===== config.mk =====
export PLATFORM = sky130hd
export DESIGN_NAME = wp_unlock_seq
export DESIGN_NICKNAME = d
export VERILOG_FILES = /design/src/rtl/wp_unlock_pkg.sv /design/src/rtl/wp_latch_ctl.sv /design/src/rtl/wp_nv_timer.sv /design/src/rtl/wp_regfile.sv /design/src/rtl/wp_unlock_seq.sv
export SDC_FILE = /design/constraint.sdc
export NUM_CORES = 1
export LEC_CHECK = 0
export ABC_CLOCK_PERIOD_IN_PS = 2300
export BUFFER_PORTS_ARGS = -buffer_cell sky130_fd_sc_hd__buf_2
export CELL_PAD_IN_SITES_DETAIL_PLACEMENT = 1
export CELL_PAD_IN_SITES_GLOBAL_PLACEMENT = 2
export CORE_MARGIN = 1
export CORE_UTILIZATION = 30
export CTS_CLUSTER_DIAMETER = 60
export DETAILED_ROUTE_END_ITERATION = 8
export PLACE_DENSITY_LB_ADDON = 0.1
export SLEW_MARGIN = 0
export SYNTH_ARGS = -nofsm -noshare
export SYNTH_HDL_FRONTEND = slang
export SYNTH_SLANG_ARGS = --single-unit

===== constraint.sdc =====
create_clock -name clk -period 2.3 [get_ports clk]
set_input_delay 0.23 -clock clk [delete_from_list [all_inputs] [get_ports clk]]
set_output_delay 0.23 -clock clk [all_outputs]
set_load 0.01 [all_outputs]

===== src/rtl/wp_unlock_pkg.sv =====
package wp_unlock_pkg;

    localparam logic [7:0] ST_CODE_LOCK = 8'h00;
    localparam logic [7:0] ST_CODE_ARM  = 8'h02;
    localparam logic [7:0] ST_CODE_OPEN = 8'h06;

    typedef enum logic [1:0] {
        STC_NONE = 2'd0,
        STC_LOCK = 2'd1,
        STC_ARM  = 2'd2,
        STC_OPEN = 2'd3
    } st_cmd_e;

    function automatic st_cmd_e decode_status(input logic [7:0] v);
        st_cmd_e c;
        case (v)
            ST_CODE_LOCK: c = STC_LOCK;
            ST_CODE_ARM:  c = STC_ARM;
            ST_CODE_OPEN: c = STC_OPEN;
            default:      c = STC_NONE;
        endcase
        return c;
    endfunction

endpackage


===== src/rtl/wp_latch_ctl.sv =====
module wp_latch_ctl
    import wp_unlock_pkg::*;
(
    input  logic    clk,
    input  logic    rst_n,
    input  logic    cmd_vld,
    input  st_cmd_e cmd,
    input  logic    nv_done,
    output logic    wel,
    output logic    rwel
);

    typedef struct packed {
        logic wel;
        logic rwel;
    } lat_t;

    lat_t s_d, s_q;

    always_comb begin
        s_d = s_q;
        if (nv_done) begin
            s_d.rwel = 1'b0;
        end
        if (cmd_vld) begin
            case (cmd)
                STC_LOCK: begin
                    s_d.wel  = 1'b0;
                    s_d.rwel = 1'b0;
                end
                STC_ARM: begin
                    s_d.wel  = 1'b1;
                    s_d.rwel = 1'b0;
                end
                STC_OPEN: begin
                    if (s_q.wel) begin
                        s_d.wel  = 1'b1;
                        s_d.rwel = 1'b1;
                    end
                end
                default: ;
            endcase
        end
    end

    always_ff @(posedge clk or negedge rst_n) begin
        if (!rst_n) begin
            s_q <= '0;
        end else begin
            s_q <= s_d;
        end
    end

    assign wel  = s_q.wel;
    assign rwel = s_q.rwel;

endmodule


===== src/rtl/wp_nv_timer.sv =====
module wp_nv_timer #(
    parameter int NV_TICKS = 10,
    localparam int CNT_W   = $clog2(NV_TICKS + 1)
) (
    input  logic             clk,
    input  logic             rst_n,
    input  logic             start,
    input  logic             tick,
    output logic             busy,
    output logic             done,
    output logic [CNT_W-1:0] count
);

    typedef struct packed {
        logic             busy;
        logic [CNT_W-1:0] cnt;
    } tmr_t;

    tmr_t s_d, s_q;
    logic last_tick;

    assign last_tick = s_q.busy && tick && (s_q.cnt == CNT_W'(1));

    always_comb begin
        s_d = s_q;
        if (!s_q.busy) begin
            if (start) begin
                s_d.busy = 1'b1;
                s_d.cnt  = CNT_W'(NV_TICKS);
            end
        end else if (tick) begin
            if (last_tick) begin
                s_d.busy = 1'b0;
                s_d.cnt  = '0;
            end else begin
                s_d.cnt = s_q.cnt - CNT_W'(1);
            end
        end
    end

    always_ff @(posedge clk or negedge rst_n) begin
        if (!rst_n) begin
            s_q <= '0;
        end else begin
            s_q <= s_d;
        end
    end

    assign busy  = s_q.busy;
    assign done  = last_tick;
    assign count = s_q.cnt;

endmodule


===== src/rtl/wp_regfile.sv =====
module wp_regfile #(
    parameter int ADDR_W = 6,
    parameter int DATA_W = 8,
    localparam int DEPTH = 1 << ADDR_W
) (
    input  logic              clk,
    input  logic              rst_n,
    input  logic              we,
    input  logic [ADDR_W-1:0] waddr,
    input  logic [DATA_W-1:0] wdata,
    input  logic [ADDR_W-1:0] raddr,
    output logic [DATA_W-1:0] rdata
);

    typedef struct packed {
        logic [DEPTH-1:0][DATA_W-1:0] mem;
    } rf_t;

    rf_t s_d, s_q;

    always_comb begin
        s_d = s_q;
        for (int i = 0; i < DEPTH; i++) begin
            if (we && (waddr == ADDR_W'(i))) begin
                s_d.mem[i] = wdata;
            end
        end
    end

    always_ff @(posedge clk or negedge rst_n) begin
        if (!rst_n) begin
            s_q <= '0;
        end else begin
            s_q <= s_d;
        end
    end

    assign rdata = s_q.mem[raddr];

endmodule


===== src/rtl/wp_unlock_seq.sv =====
module wp_unlock_seq
    import wp_unlock_pkg::*;
#(
    parameter int         ADDR_W   = 6,
    parameter logic [7:0] NV_LIMIT = 8'h30,
    parameter int         NV_TICKS = 10
) (
    input  logic       clk,
    input  logic       rst_n,
    input  logic       tick,
    input  logic       cmd_start,
    input  logic [7:0] addr_hi,
    input  logic [7:0] addr_lo,
    input  logic       dat_we,
    input  logic [7:0] wr_byte,
    input  logic       cmd_stop,
    input  logic [7:0] rd_addr,
    output logic [7:0] rd_data
,   output logic       busy
);

    localparam int         DEPTH     = 1 << ADDR_W;
    localparam logic [7:0] STAT_ADDR = 8'(DEPTH - 1);
    localparam int         CNT_W     = $clog2(NV_TICKS + 1);

    typedef struct packed {
        logic [7:0] ptr;
        logic       ptr_ok;
        logic       nv_hit;
    } seq_t;

    seq_t s_d, s_q;

    logic             lat_wel, lat_rwel;
    logic             nv_done, nv_start;
    logic [CNT_W-1:0] nv_cnt;
    logic             in_range, byte_live, st_wr, data_ok, nv_byte;
    logic [7:0]       st_val;
    logic [7:0]       rf_rdata;

    assign in_range  = (s_q.ptr < 8'(DEPTH));
    assign byte_live = dat_we && !cmd_start && s_q.ptr_ok && in_range && !busy;
    assign st_wr     = byte_live && (s_q.ptr == STAT_ADDR);
    assign st_val    = wr_byte;
    assign data_ok   = byte_live && !st_wr && lat_wel && lat_rwel;
    assign nv_byte   = data_ok && (s_q.ptr < NV_LIMIT);
    assign nv_start  = cmd_stop && !cmd_start && (s_q.nv_hit || nv_byte);

    always_comb begin
        s_d = s_q;
        if (cmd_start) begin
            s_d.ptr    = addr_lo;
            s_d.ptr_ok = (addr_hi == 8'h00);
            s_d.nv_hit = 1'b0;
        end else begin
            if (dat_we) begin
                s_d.ptr = s_q.ptr + 8'd1;
                if (s_q.ptr == 8'hFF) begin
                    s_d.ptr_ok = 1'b0;
                end
                if (nv_byte) begin
                    s_d.nv_hit = 1'b1;
                end
            end
            if (cmd_stop) begin
                s_d.nv_hit = 1'b0;
            end
        end
    end

    always_ff @(posedge clk or negedge rst_n) begin
        if (!rst_n) begin
            s_q <= '0;
        end else begin
            s_q <= s_d;
        end
    end

    wp_latch_ctl u_latch (
        .clk     (clk),
        .rst_n   (rst_n),
        .cmd_vld (st_wr),
        .cmd     (decode_status(st_val)),
        .nv_done (nv_done),
        .wel     (lat_wel),
        .rwel    (lat_rwel)
    );

    wp_nv_timer #(
        .NV_TICKS (NV_TICKS)
    ) u_timer (
        .clk   (clk),
        .rst_n (rst_n),
        .start (nv_start),
        .tick  (tick),
        .busy  (busy),
        .done  (nv_done),
        .count (nv_cnt)
    );

    wp_regfile #(
        .ADDR_W (ADDR_W),
        .DATA_W (8)
    ) u_rf (
        .clk   (clk),
        .rst_n (rst_n),
        .we    (data_ok),
        .waddr (s_q.ptr[ADDR_W-1:0]),
        .wdata (wr_byte),
        .raddr (rd_addr[ADDR_W-1:0]),
        .rdata (rf_rdata)
    );

    always_comb begin
        if (rd_addr >= 8'(DEPTH)) begin
            rd_data = 8'h00;
        end else if (rd_addr == STAT_ADDR) begin
            rd_data = {5'b0, lat_rwel, lat_wel, 1'b0};
        end else begin
            rd_data = rf_rdata;
        end
    end

endmodule


Yosys cells after proc, flatten, opt, wreduce, memory -nomap -nowiden --
Cells that the tools add are included.
Operators by class: add/subtract/negate cells 2, magnitude comparators 4, eq/ne operators 73, multiplexer cells 19, reduce and logical (&&, ||, !) cells 94
Operators with widths (number):
- $eq A6 B6 Y1 const B | 32
- $eq A6 B5 Y1 const B | 16
- $logic_and A1 B1 Y1 | 77
- $bmux W8 S6 | 1
- $eq A6 B4 Y1 const B | 8
- $eq A6 B3 Y1 const B | 4
- $mux W8 | 3
- $mux W10 | 2
- $eq A8 B6 Y1 const B | 2
- $logic_not A8 Y1 | 2
- $mux W5 | 3
- $eq A6 B2 Y1 const B | 2
- $pmux W2 S3 | 2
- $reduce_bool A3 Y1 | 3
- $add A8 B1 Y8 const B | 1
- $eq A8 B2 Y1 const B | 1
- $eq A8 B3 Y1 const B | 1
- $eq A8 B8 Y1 const B | 1
- $ge A8 B7 Y1 const B | 1
- $lt A8 B6 Y1 const B | 1
- $lt A8 B7 Y1 const B | 1
- $reduce_and A2 Y1 | 4
- $lt A6 B7 Y1 const B | 1
- $eq A6 B1 Y1 const B | 1
- other kinds (12) | 22
Word-level totals: bits in registers 529, input port bits 38, output and inout bits 9, logic and storage cells 263

Logic depth before layout (Yosys ltp) --
Gate-level depths: netlist (run 1).
depth after elaboration 15, mapped depth 9, depth with buffers taken out 6

By module --
A second synthesis (run 1) with hierarchy kept.
Second synthesis, totals: cells, all modules 1638, area total of the unflattened synthesis 24817.6 um^2
By module, submodules not included:
- wp_regfile | times used 1, cells each 1509, area an instance 23706.5 um^2, seq. area each 12812.3 um^2
- wp_unlock_seq | times used 1, cells each 89, area an instance 724.4 um^2, seq. area each 250.2 um^2
- wp_nv_timer | times used 1, cells each 27, area an instance 279.0 um^2, seq. area each 125.1 um^2
- wp_latch_ctl | times used 1, cells each 13, area an instance 107.6 um^2, seq. area each 50.0 um^2

Least setup slack after synthesis (run 1) --
OpenSTA, ideal clock, no wires.
kind in2out, start point in rd_addr[1], end point out rd_data[0], arrival 2.070 ns, data required time 2.070 ns, setup slack 0.000 ns, cell stages on the path 7, path buffers 3, path through buf_2 > buf_4 > buf_1 > mux4_2 > mux4_2 > a22oi_1 > o31ai_1
Between the ends: longest elaborated chain between the ends 4, elaborated cells between the ends (all ways) 6, those cells by class order compare: 1; eq/ne: 1; mux: 4
Ends and longest elaborated chain:
- from (decl) | line wp_unlock_seq.sv:17 | input logic [7:0] rd_addr,
- $bmux W8 S6 | line wp_regfile.sv:38 | assign rdata = s_q.mem[raddr];
- $mux W8 (not written as such) | line wp_regfile.sv:38
- $mux W8 | line wp_unlock_seq.sv:117 | end else if (rd_addr == STAT_ADDR) begin
- $mux W8 (*) | line wp_unlock_seq.sv:115 | if (rd_addr >= 8'(DEPTH)) begin
- to (decl) | line wp_unlock_seq.sv:18 | output logic [7:0] rd_data
Every way passes the cells marked *; elsewhere a longest branch is shown, timed or not. The select of a mux whose other input is x is not followed.

Final worst setup path (run 1) --
start point reg u_rf.s_q[477] in the netlist's numbering, end point out rd_data[5]
Between the ends: longest elaborated chain between the ends 4
Ends and longest elaborated chain:
- from (decl) | line wp_regfile.sv:19 | rf_t s_d, s_q;
- from (signal assigned) | line wp_regfile.sv:32 | s_q <= '0;
- from (signal assigned) | line wp_regfile.sv:34 | s_q <= s_d;
- $bmux W8 S6 | line wp_regfile.sv:38
- $mux W8 (not written as such) | line wp_regfile.sv:38
- $mux W8 | line wp_unlock_seq.sv:117
- $mux W8 | line wp_unlock_seq.sv:115
No other way between the ends. The select of a mux whose other input is x is not followed.

==> results, run 1 <==
- Summing the areas of all compound-gate instances in the mapped netlist gives 2.119% of the synthesized area.
- The via count of the first global-routing pass was 16,491.
- Summed over all nets, the half-perimeter wirelength after detailed placement is 51,800 um.
- The multiplexer area fraction after synthesis is 36.60%.
- The clock root buffer is clkbuf_16.
- TritonCTS built the clock tree.
- The floorplan step set the die height to slightly below 300 um.
- The number of hold violations in the final report was 0.
- Setup repair after global routing could not meet its margin everywhere.
- The combined area of all synthesized cells is 24,800 sq um.
- In this run, synthesis produced a sequential element count of 529.
- With fillers left out, the area of the finished cells amounts to 30,710 sq um.
- In this run the most used layer during global routing was met2.
- The fraction of synthesized cell area in xor and xnor cells is 0.2472%.
- Counting instances in the post-synthesis netlist gives the leading cell types as 529 x dfrtp_1, 484 x mux2_2, 130 x mux4_2.
- The all-layer global routing usage is between 10% and 20%.
- By area the synthesized netlist is led by dfrtp_1 53%, mux2_2 22%, mux4_2 12%.
- The ratio of final minimum period to clock period is 123.4%.
- Row generation in the floorplan step produced 105 rows.
- The total power divided by cell area is 737.0 nW/um^2.
- Clock-pin slew was measured on the worst setup and hold paths at 0.05 ns.
- Traced cell by cell, the critical path runs through mux4_2, mux4_2, inv_4, a211oi_4, a221o_1, buf_2.
- The worst pin sits at a relative slew slack of 43.87%.
- The checks that failed: negative setup slack.
- The wire length of the first global-routing pass is 114,600 um.
- The pre-CTS setup slack is -0.6087 ns.
- The final count of pins violating max slew is 0.
- The cell count after placement is roughly 2,800.
- The final net count is between 1,500 and 2,000.
- The cell with the largest stage delay on the worst path is mux4_2.
- The dominant combinational cell family by area after synthesis is multiplexers.
- The synthesized design spends more area on one cell type than any other, namely dfrtp_1.
- On the final layout, the worst clock skew is 0.02543 ns.
- The effective utilization at floorplan is 30.25%.
- The worst setup path is captured at a primary output.
- The most used flip-flop cell after synthesis is dfrtp_1.
- The maximum fanout along the worst path is 2.
- STA puts the critical path data arrival time at 2.61 ns.
- Among the stages of the critical path, the cell type that occurs most often is mux4_2.
- In the routed design, unresolved DRC markers number 0.
- The die extent in x is 289.5 um.
- The count of cells in the finished layout, fillers not included, comes to 2,941.
- The post-synthesis cell type count is 57.
- The detail route stage leaves a number of antenna-violating nets equal to 0.
- Routability-driven placement finished with a final weighted congestion of between 0.7 and 0.8.
- The area share of the largest cell type after synthesis is 53.38%.
- After synthesis, the share of flip-flops with an asynchronous set or reset is 100.0%.
- The average instance area after synthesis is 15.40 sq um.
- The flow ran to the end, but the final reports show violations.
- The number of filler instances in the final layout is 8,252.
- The routed length per instance is 25.85 um.
- The initial antenna violation count is 1.
- The sequential area share after synthesis is 53.38%.
- The TritonCTS buffer count is 73.
- The overall die area is 83,820 sq um.
- The first TritonRoute pass finished after 4 iterations.
- In this run the number of H-tree levels came out at 3.
- The share of layout cells above drive strength 1 is 57.46%.
- The actual slew at the worst max-slew pin is approximately 0.84 ns.
- In this run, the number of DRC markers left after iteration 0 of detailed routing was 660.
- In this run the tool buffered the top-level ports with 46 buffer cells.
- For this block, the via count after detailed routing is 14,881.
- Global routing used 29.16% of the available met2 tracks.
- For met3 alone, demand over resource in global routing was ~2.9%.
- Once placement finished, the instance area stood at ~28,000 sq um.
- The leakage component of the power is 0.01492 uW.
- The area share of fa/ha/maj cells after synthesis is 0.3027%.
- Across the whole layout, storage elements account for 13,240 sq um.
- The yosys synthesis warning count is 0.
- For this run, global-route usage on met1 was measured as a little over a quarter.
- The area of combinational cells with multiple inputs is 11,170 sq um.
- After Yosys synthesis, and, or, nand and nor cells account for 4.727% of the synthesized area.
- The critical path is of the reg -> out type.
- The clock net in this run drives a total of 529 sinks.
- The type of origin of the critical path is a flop.
- Static timing analysis puts the maximum clock frequency at approximately 350 MHz.
- The required time of the critical path is 2.07 ns.
- Across all setup checks in the final design, the least slack found is -0.5374 ns.
- The area overhead of the layout relative to synthesis is 23.84%.
- The worst hold path belongs to the class in -> reg.
- Summed over all failing endpoints, the final setup total negative slack is -3.517 ns.
- Setup violations remaining at the end of the flow were counted as 8.
- The tightest hold path in the finished design has a slack of about 0.049 ns.
- Entering global routing, the biggest net connects 76 pins.
- Synthesis produced a netlist with a net count of 1,654.
- The insertion delay of the later-clocked pin in the worst-skew pair is roughly 0.61 ns.
- Counting flops with a built-in enable in the synthesized netlist gives 0.
- The gate count after technology mapping is 1,610.
- The final layout contains routed wiring with a total length of 76,040 um.
- The number of top-level pins is 47.
- After global routing the overflow that remains totals 0.
- Across the VDD grid, the largest voltage drop is 0.0005891 V.
- Yosys instantiated no cell more often than dfrtp_1.
- The delay of the slowest cell on the worst path is 0.51 ns.
- No sink is reached through more buffers than the 3 on the longest clock path.
- The number of buffers and inverters on the critical path is 2.
- For the finished layout, the period the worst path requires is 2.837 ns.
- The vias per cell is 5.060.
- The area of the core is 81,980 sq um.
- The number of max-cap violations is 0.
- The critical path's top delay family is multiplexers.
[flip-flops by register name (all words and copies together) (netlist names)]
name           cells
u_timer.busy       1
u_latch.wel        1
u_latch.rwel       1
s_q               10
u_rf.s_q         512
u_timer.count      4
[cell families (layout without fill, tap and decap cells)]
kind of cell | count (synthesis) | count (layout)
compound gates | 75 | 75
mux | 681 | 681
xor+xnor | 7 | 7
other cells | 0 | 2
simple gates | 168 | 168
buf+inv | 144 | 403
flops | 529 | 529
fa+ha+maj | 6 | 6
[per-layer routing]
metal  vias to the layer above  routed length (um)
met5                         -                   0
met2                       227               35050
met4                         0                2190
met3                       111                2893
met1                      8101               35900
li1                       6442                   -
[worst paths after layout]
kind                               start             to  slack [ns]  depth (start not counted)
max                        u_rf.s_q[477]     rd_data[5]       -0.54                          6
min                            cmd_start         s_q[0]        0.05                          3
max reg2reg                       s_q[9]  u_rf.s_q[348]        0.08                          8
min reg2reg                u_rf.s_q[505]  u_rf.s_q[505]        0.38                          0
max in group asynchronous          rst_n  u_rf.s_q[361]        1.31                          4
min in group asynchronous          rst_n   u_rf.s_q[82]        0.15                          2
[power breakdown]
| group | switching [uW] | internal (uW) |
|---|---|---|
| logic | 1010 | 551 |
| clock network | 4370 | 7260 |
| registers | 59.1 | 9380 |
| total | 5440 | 17200 |
[cells in the final DEF (no fill, tap or decap), types with 8 or more instances in the layout]
master         instances
buf_12                40
a22o_1                 8
nand2_1               27
mux2_2               484
mux2i_1               37
dfrtp_1              529
nor2_1                14
mux2_1                22
buf_2                 39
clkbuf_16             79
clkbuf_1              16
mux4_2               130
nor2b_1               18
nand2_2               32
o21ai_0               16
clkbuf_8              10
dlygate4sd3_1         13
buf_4                162
inv_1                 11
nand4_1                8
nand4_2                9
[worst register-to-register path, stage by stage, from the launching register on]
cell,delay (ns)
dfrtp_1,0.40
and4bb_2,0.35
nand3_2,0.11
buf_12,0.18
nor2_2,0.11
buf_4,0.18
nand4_1,0.21
buf_4,0.26
mux2_2,0.29
[metrics by stage]
step           utilization [%]  power, uW
5_1_grt                  37.46      23500
3_3_place_gp             33.91      11120
3_5_place_dp             33.91      11150
2_1_floorplan                -      10290
4_1_cts                  37.32      23030
6_report                 37.47      22640
[timing repair]
item,in CTS,in global routing
gates resized for setup,43,19
hold endpoints to repair,319,0
endpoints found under the setup margin,26,106
pin swaps,11,5
hold buffers,13,0
setup buffers,0,3
[cell type report]
class / count / area share, %
antenna: 2 / 0.01629
sequential: 529 / 43.10
timing repair buffer: 260 / 7.870
clock inverter: 25 / 1.035
inverter: 13 / 0.1752
multi-input combinational: 937 / 36.37
clock buffer: 105 / 7.080
tap: 1070 / 4.359
Note: power is estimated with default switching activity, not from simulation.
==> run 2: changes to the inputs <==
==> constraint.sdc (replaced) <==
create_clock -name clk -period 2.3 [get_ports clk]
set_input_delay 0.46 -clock clk [delete_from_list [all_inputs] [get_ports clk]]
set_output_delay 0.46 -clock clk [all_outputs]
set_load 0.01 [all_outputs]
==> run 2 against run 1 <==
  * The run still ends with negative setup slack left
  * Cell area is essentially flat
  * Sequential share of layout area about the same
  * Hold slack gained 0.0034 ns
  * Global-route usage increased by 0.39 points
  * Sequential power hardly changed
  * Die area did not move
==> results, run 2 (synthesis results as in run 1) <==
- The flow ran to the end, but the final reports show violations.
- The checks that failed: negative setup slack.
- The arrival time reported for the critical path endpoint is 2.62 ns (about the same).
- The number of levels in the clock H-tree was 3 (unchanged).
- The buffer levels on the longest clock path came to 3 (unchanged).
- The cell area after placement is 28,080 sq um (+0.98%).
- The area of combinational cells with multiple inputs is 11,250 sq um (+0.72%).
- The detailed-placement wirelength estimate is 52,400 um (+1.2%).
- STA classifies the critical path startpoint as a flop.
- The area of the core came to 81,980 sq um (unchanged).
- The post-route minimum period was 3.077 ns (+0.2397 ns).
- The overall die area is 83,820 sq um (unchanged).
- The final weighted congestion of routability-driven global placement is 0.7500 (-1.3%).
- The number of top-level pins is 47 (unchanged).
- The effective utilization at floorplan was 30.25% (unchanged).
- The clock transition time at the flip-flop clock pins of the worst setup and hold paths is 0.06 ns (about the same).
- The endpoint type of the worst setup path is a primary output.
- The worst hold-check path type is in -> reg.
- The ratio of final minimum period to clock period is 133.8% (+10 points).
- The number of port buffers is 46 (unchanged).
- The routed length on met3 is 2380 um (-18%).
- The largest vdd supply drop is 0.0004203 V (-29%).
- The die boundary height is 289.5 um (unchanged).
- The number of max-cap violations is 0 (unchanged).
- The wire length of the first global-routing pass is 117,000 um (+2.2%).
- The DRC violation total after the first TritonRoute iteration is 611 (-7.4%).
- The share of layout cells above drive strength 1 is 58.34% (+0.87 points).
- The cell area after layout came to 30,710 sq um (about the same).
- The remaining global-route overflow came to 0 (unchanged).
- The final non-filler cell total was 2,936 (-0.17%).
- The final count of pins violating max slew was 0 (unchanged).
- The number of hold violations in the final report is 0 (unchanged).
- The insertion delay of the later-clocked pin in the worst-skew pair is 0.60 ns (about the same).
- The remaining antenna violation count after routing is 0 (unchanged).
- The actual slew at the worst max-slew pin is 0.9057 ns (+0.06384 ns).
- The die extent in x came to 289.5 um (unchanged).
- The overall routed net length is 77,120 um (+1.4%).
- The TritonCTS buffer count is 68 (-6.8%).
- The DRC violation count after routing came to 0 (unchanged).
- The via count of the first global-routing pass is 16,692 (+1.2%).
- The maximum clock rate is 325.0 MHz (-7.8%).
- The most common cell after layout, fill and taps aside is dfrtp_1.
- Setup repair after global routing could not meet its margin everywhere.
- The total power draw was 21,480 uW (-5.1%).
- The number of setup violations in the final report was 8 (unchanged).
- The number of filler instances in the final layout is 8,347 (+1.2%).
- The flip-flop count of the largest register after layout was 512 (unchanged).
- In the layout the commonest cells are 529 x dfrtp_1, 484 x mux2_2, 163 x buf_4.
- The amount of wire on met2 after detailed routing is 35,540 um (+1.4%).
- The worst hold slack is 0.05282 ns (+0.003394 ns).
- The total power divided by cell area is 699.4 nW/um^2 (-5.1%).
- The sequential cell area was 13,240 sq um (unchanged).
- The initial antenna violation count is 5 (+4).
- TritonCTS built the clock tree.
- The cell count after placement is 2,809 (+0.46%).
- The number of core rows is 105 (unchanged).
- The vias per cell is 5.069 (+0.18%).
- The highest metal layer carrying signal wires in the routed design is met4.
- The routed length per instance is 26.27 um (+1.6%).
- The maximum fanout along the worst path is 2 (unchanged).
- The maximum number of pins on one net before global-route repair is 64 (-16%).
- The post-route worst setup slack was -0.7771 ns (-0.2397 ns).
- The core occupancy in the finished layout is 37.46% (about the same).
- The first-pass detailed-route iteration total is 5 (+1).
- The final net count is 1,863 (+0.27%).
- The relative slew slack was 39.62% (-4.3 points).
- The via count of the routed design is 14,882 (+0.0067%).
- The root buffer cell chosen for the clock tree is clkbuf_16.
- The leakage component of the power was 0.01487 uW (-0.32%).
- The worst setup path category is reg -> out.
- The clock skew came to 0.01310 ns (-0.01233 ns).
- The area overhead of the layout relative to synthesis is 23.83% (about the same).
- The all-layer global routing usage is 19.15% (+0.39 points).
- The sink count of the clock tree is 529 (unchanged).
- More flip-flops sit in one register than any other, and that register is u_rf.s_q.
- The met1 wire length is 37,420 um (+4.2%).
- The required time of the critical path came to 1.84 ns (-0.23 ns).
run 2: changes by cell type in the layout (fill, tap and decap cells not counted), moves of 4 or more:
cell           delta
buf_12           +13
dlygate4sd3_1    -12
clkinvlp_4        -4
clkbuf_16         -7
nand2_4           -5
run 2: critical path: stages (launching register included):
cell and delay, ns:
dfrtp_1 0.41, mux4_2 0.45, mux4_2 0.51, inv_2 0.11, a211oi_4 0.09, a221o_1 0.29
buf_2 0.15
run 2: final timing paths:
kind                       slack (ns)       endpoint     startpoint  cells after the start
min reg2reg                      0.38  u_rf.s_q[506]  u_rf.s_q[506]                      0
max                             -0.78     rd_data[5]  u_rf.s_q[485]                      6
min                              0.05         s_q[0]       cmd_stop                      2
max in group asynchronous        1.03  u_rf.s_q[184]          rst_n                      4
max reg2reg                      0.09    u_latch.wel         s_q[6]                      6
min in group asynchronous        0.45    u_rf.s_q[6]          rst_n                      2
run 2: through the flow:
step	setup slack [ns]	TNS, ns
6_report	-0.7771	-5.536
4_1_cts	-0.8298	-5.990
5_1_grt	-0.8426	-6.135
2_1_floorplan	-0.1820	-1.294
3_5_place_dp	-0.9839	-9.323
3_3_place_gp	-0.9078	-9.327
run 2: cell type report:
type / count / share of cell area, %
antenna: 1 / 0.008148
sequential: 529 / 43.10
tap: 1070 / 4.359
clock buffer: 100 / 6.498
timing repair buffer: 270 / 8.674
clock inverter: 16 / 0.5663
multi-input combinational: 937 / 36.63
inverter: 13 / 0.1589
run 2: power breakdown:
group	switching (uW)	internal, uW	total (uW)
registers	62.5	9380	9440
logic	1030	561	1590
clock network	4110	6330	10400
run 2: routing by layer:
metal,global-route usage (%),up-vias
li1,-,6439
met4,5.458,0
met1,28.07,8123
met5,0,-
met2,29.61,218
met3,2.473,102
run 2: what timing repair did:
action,4_1_cts,5_1_grt
resized for setup,62,19
pin swaps,13,6
endpoints found under the hold margin,33,0
hold buffers,1,0
buffers inserted,7,6
endpoints found under the setup margin,15,44
==> run 3: changes to the inputs <==
Settings changed: HOLD_SLACK_MARGIN set to 0.15.
==> run 3 against run 2 <==
  * The run still ends with negative setup slack left
  * Via count barely moved
  * Clock power about the same
  * Sequential power about the same
==> results, run 3 (synthesis results as in run 1) <==
- The run finished, with violations left.
- The checks that failed: negative setup slack.
- The combined buffer and inverter count along the critical path is 2 (unchanged).
- The arrival time reported for the critical path endpoint is 2.61 ns (about the same).
- STA classifies the critical path endpoint as a primary output.
- The largest vdd supply drop is 0.0004209 V (+0.15%).
- The sink count of the clock tree is 529 (unchanged).
- By instance count, the cell type seen most on the critical path is mux4_2.
- The buffer levels on the longest clock path is 3 (unchanged).
- The switching power of the nets is 5206 uW (about the same).
- The via count of the routed design is 14,881 (-0.0067%).
- The accumulated negative setup slack is -5.505 ns (+0.03120 ns).
- The most common cell after layout, fill and taps aside is dfrtp_1.
- The DRC violation count after routing came to 0 (unchanged).
- The via count of the first global-routing pass was 16,767 (+0.45%).
- The clock root buffer is clkbuf_16.
- The remaining antenna violation count after routing is 0 (unchanged).
- The maximum clock rate is 325.4 MHz (+0.12%).
- The insertion delay of the later-clocked pin in the worst-skew pair is 0.59 ns (about the same).
- The area of the core was 81,980 sq um (unchanged).
- The actual slew at the worst max-slew pin is 0.8689 ns (-0.03684 ns).
- The initial antenna violation count is 5 (unchanged).
- The cell area after placement came to 28,080 sq um (unchanged).
- The number of top-level pins came to 47 (unchanged).
- In this design, the largest share of critical-path delay is due to multiplexers.
- The post-route worst setup slack was -0.7733 ns (+0.003799 ns).
- The area overhead of the layout relative to synthesis is 24.29%.
- The cell area after layout is 30,830 sq um (+0.37%).
- The register containing the most flip-flops in the final layout is u_rf.s_q.
- The number of port buffers came to 46 (unchanged).
- Setup repair after global routing could not meet its margin everywhere.
- The critical path goes through mux4_2, mux4_2, inv_2, a211oi_4, a221o_1, buf_2.
- The maximum fanout along the worst path is 2 (unchanged).
- The endpoint identified for the worst register-to-register timing path is u_rf.s_q[151].
- The switching part of the total is 24.22% (about the same).
- The total power divided by cell area is 697.1 nW/um^2 (-0.33%).
- The DRC violation total after the first TritonRoute iteration is 603 (-1.3%).
- The number of levels in the clock H-tree is 3 (unchanged).
- The number of core rows is 105 (unchanged).
- The worst hold path belongs to the class in -> reg.
- The relative slew slack came to 42.07% (+2.5 points).
- The remaining global-route overflow came to 0 (unchanged).
- The cell depth of the worst setup path came to 6 (unchanged).
- The worst setup path category is reg -> out.
- The maximum number of pins on one net before global-route repair was 64 (unchanged).
- The final count of pins violating max slew was 0 (unchanged).
- The clock network fraction of design power is 48.6% (about the same).
- Among all stages on the critical path, the largest delay is contributed by mux4_2.
- The internal power summed over all cells is 16,280 uW (about the same).
- The number of max-cap violations is 0 (unchanged).
- The share of layout cells above drive strength 1 came to 58.00% (-0.34 points).
- The overall routed net length is 77,110 um (about the same).
- The number of hold violations in the final report came to 0 (unchanged).
- The worst reg2reg path startpoint is s_q[2].
- The clock skew came to 0.01070 ns (-0.002401 ns).
- The delay of the slowest cell on the worst path is 0.51 ns (about the same).
- The effective utilization at floorplan came to 30.25% (unchanged).
- The endpoint of the most critical setup path is rd_data[5].
- The die extent in x is 289.5 um (unchanged).
- The sequential share of power is 43.9% (about the same).
- The library cells used most frequently in the layout, excluding fill and tap cells, are 529 x dfrtp_1, 484 x mux2_2, 163 x buf_4.
- The combinational cell fraction of total power is 7.5% (about the same).
- The final weighted congestion of routability-driven global placement came to 0.7500 (unchanged).
- The worst-case register-to-register setup slack came to 0.07 ns (-0.02 ns).
- The startpoint of the worst setup timing path is u_rf.s_q[485].
- The worst setup path is launched from a flop.
- The wire length of the first global-routing pass is 117,200 um (+0.15%).
- The die boundary height is 289.5 um (unchanged).
- The first-pass detailed-route iteration total is 4 (-1).
- The detailed-placement wirelength estimate is 52,400 um (unchanged).
- The overall die area was 83,820 sq um (unchanged).
- The depth of the worst register-to-register path is 7 (+1).
- The clock transition time at the flip-flop clock pins of the worst setup and hold paths was 0.06 ns (about the same).
- TritonCTS built the clock tree.
- The number of setup violations in the final report came to 8 (unchanged).
- The flip-flop count of the largest register after layout is 512 (unchanged).
- The post-route minimum period is 3.073 ns (-0.003799 ns).
- The final net count was 1,874 (+0.59%).
- The routed length per instance is 26.15 um (-0.45%).
- The leakage component of the power is 0.01492 uW (+0.29%).
- The required time of the critical path is 1.84 ns (about the same).
- The all-layer global routing usage is 19.17% (+0.022 points).
- The vias per cell is 5.046 (-0.45%).
- The TritonCTS buffer count is 68 (unchanged).
- The ratio of final minimum period to clock period is 133.6% (-0.17 points).
## run 3: cell count changes in the layout (fill, tap and decap cells not counted)
cell           before  now
diode_2             1    3
dlygate4sd3_1       1   12
## run 3: what timing repair did
action | 4_1_cts | 5_1_grt
hold buffers | 12 | 0
pin swaps | 13 | 6
resized for setup | 62 | 19
endpoints found under the setup margin | 15 | 44
setup buffers | 7 | 6
endpoints found under the hold margin | 43 | 0
## run 3: worst min-delay path, stage by stage
cell and delay (ns):
buf_2 0.09, buf_4 0.21, nor3_1 0.08
## run 3: worst min path at each step
stage,start,end,slack (ns),cells after the start
after global placement,u_rf.s_q[508],u_rf.s_q[508],0.36,0
final,cmd_start,s_q[0],0.30,3
after global routing,cmd_start,s_q[0],0.33,3
after detailed placement,u_rf.s_q[506],u_rf.s_q[506],0.37,0
after floorplan,rst_n,s_q[0],0.16,0
after CTS,cmd_start,s_q[0],0.27,3
## run 3: through the flow
stage	cells	hold slack, ns	utilization, %	power, uW	setup WS [ns]
6_report	2949	0.2969	37.60	21490	-0.7733
4_1_cts	2941	0.2733	37.46	21880	-0.8298
3_3_place_gp	2809	0.3601	34.25	11140	-0.9078
5_1_grt	2946	0.3281	37.59	22360	-0.8426
3_5_place_dp	2809	0.3686	34.25	11170	-0.9839
2_1_floorplan	1610	0.1644	-	10310	-0.1820
## run 3: metal layers
layer  wire, um  vias up  GRT usage, %
li1           -     6467             -
met1      36880     8071         28.07
met2      35570      243         29.68
met3       2909      100         2.473
met4       1757        0         5.458
met5          0        -             0
## run 3: final cells by class
| type | instances | area (sq um) |
|---|---|---|
| Multi-Input combinational cell | 937 | 11250 |
| Fill cell | 8342 | 51150 |
| Sequential cell | 529 | 13240 |
| Inverter | 13 | 48.80 |
| Clock inverter | 16 | 173.9 |
| Tap cell | 1070 | 1339 |
| Clock buffer | 100 | 1996 |
| Antenna cell | 3 | 7.507 |
| Timing Repair Buffer | 281 | 2774 |
## run 3: power by group through the flow
| stage | Combinational, uW | Sequential, uW | Clock (uW) |
|---|---|---|---|
| 2_1_floorplan | 719 | 9590 | 0 |
| 3_3_place_gp | 1540 | 9600 | 0 |
| 3_5_place_dp | 1570 | 9610 | 0 |
| 4_1_cts | 1640 | 9440 | 10800 |
| 5_1_grt | 1760 | 9450 | 11200 |
| 6_report | 1600 | 9440 | 10400 |
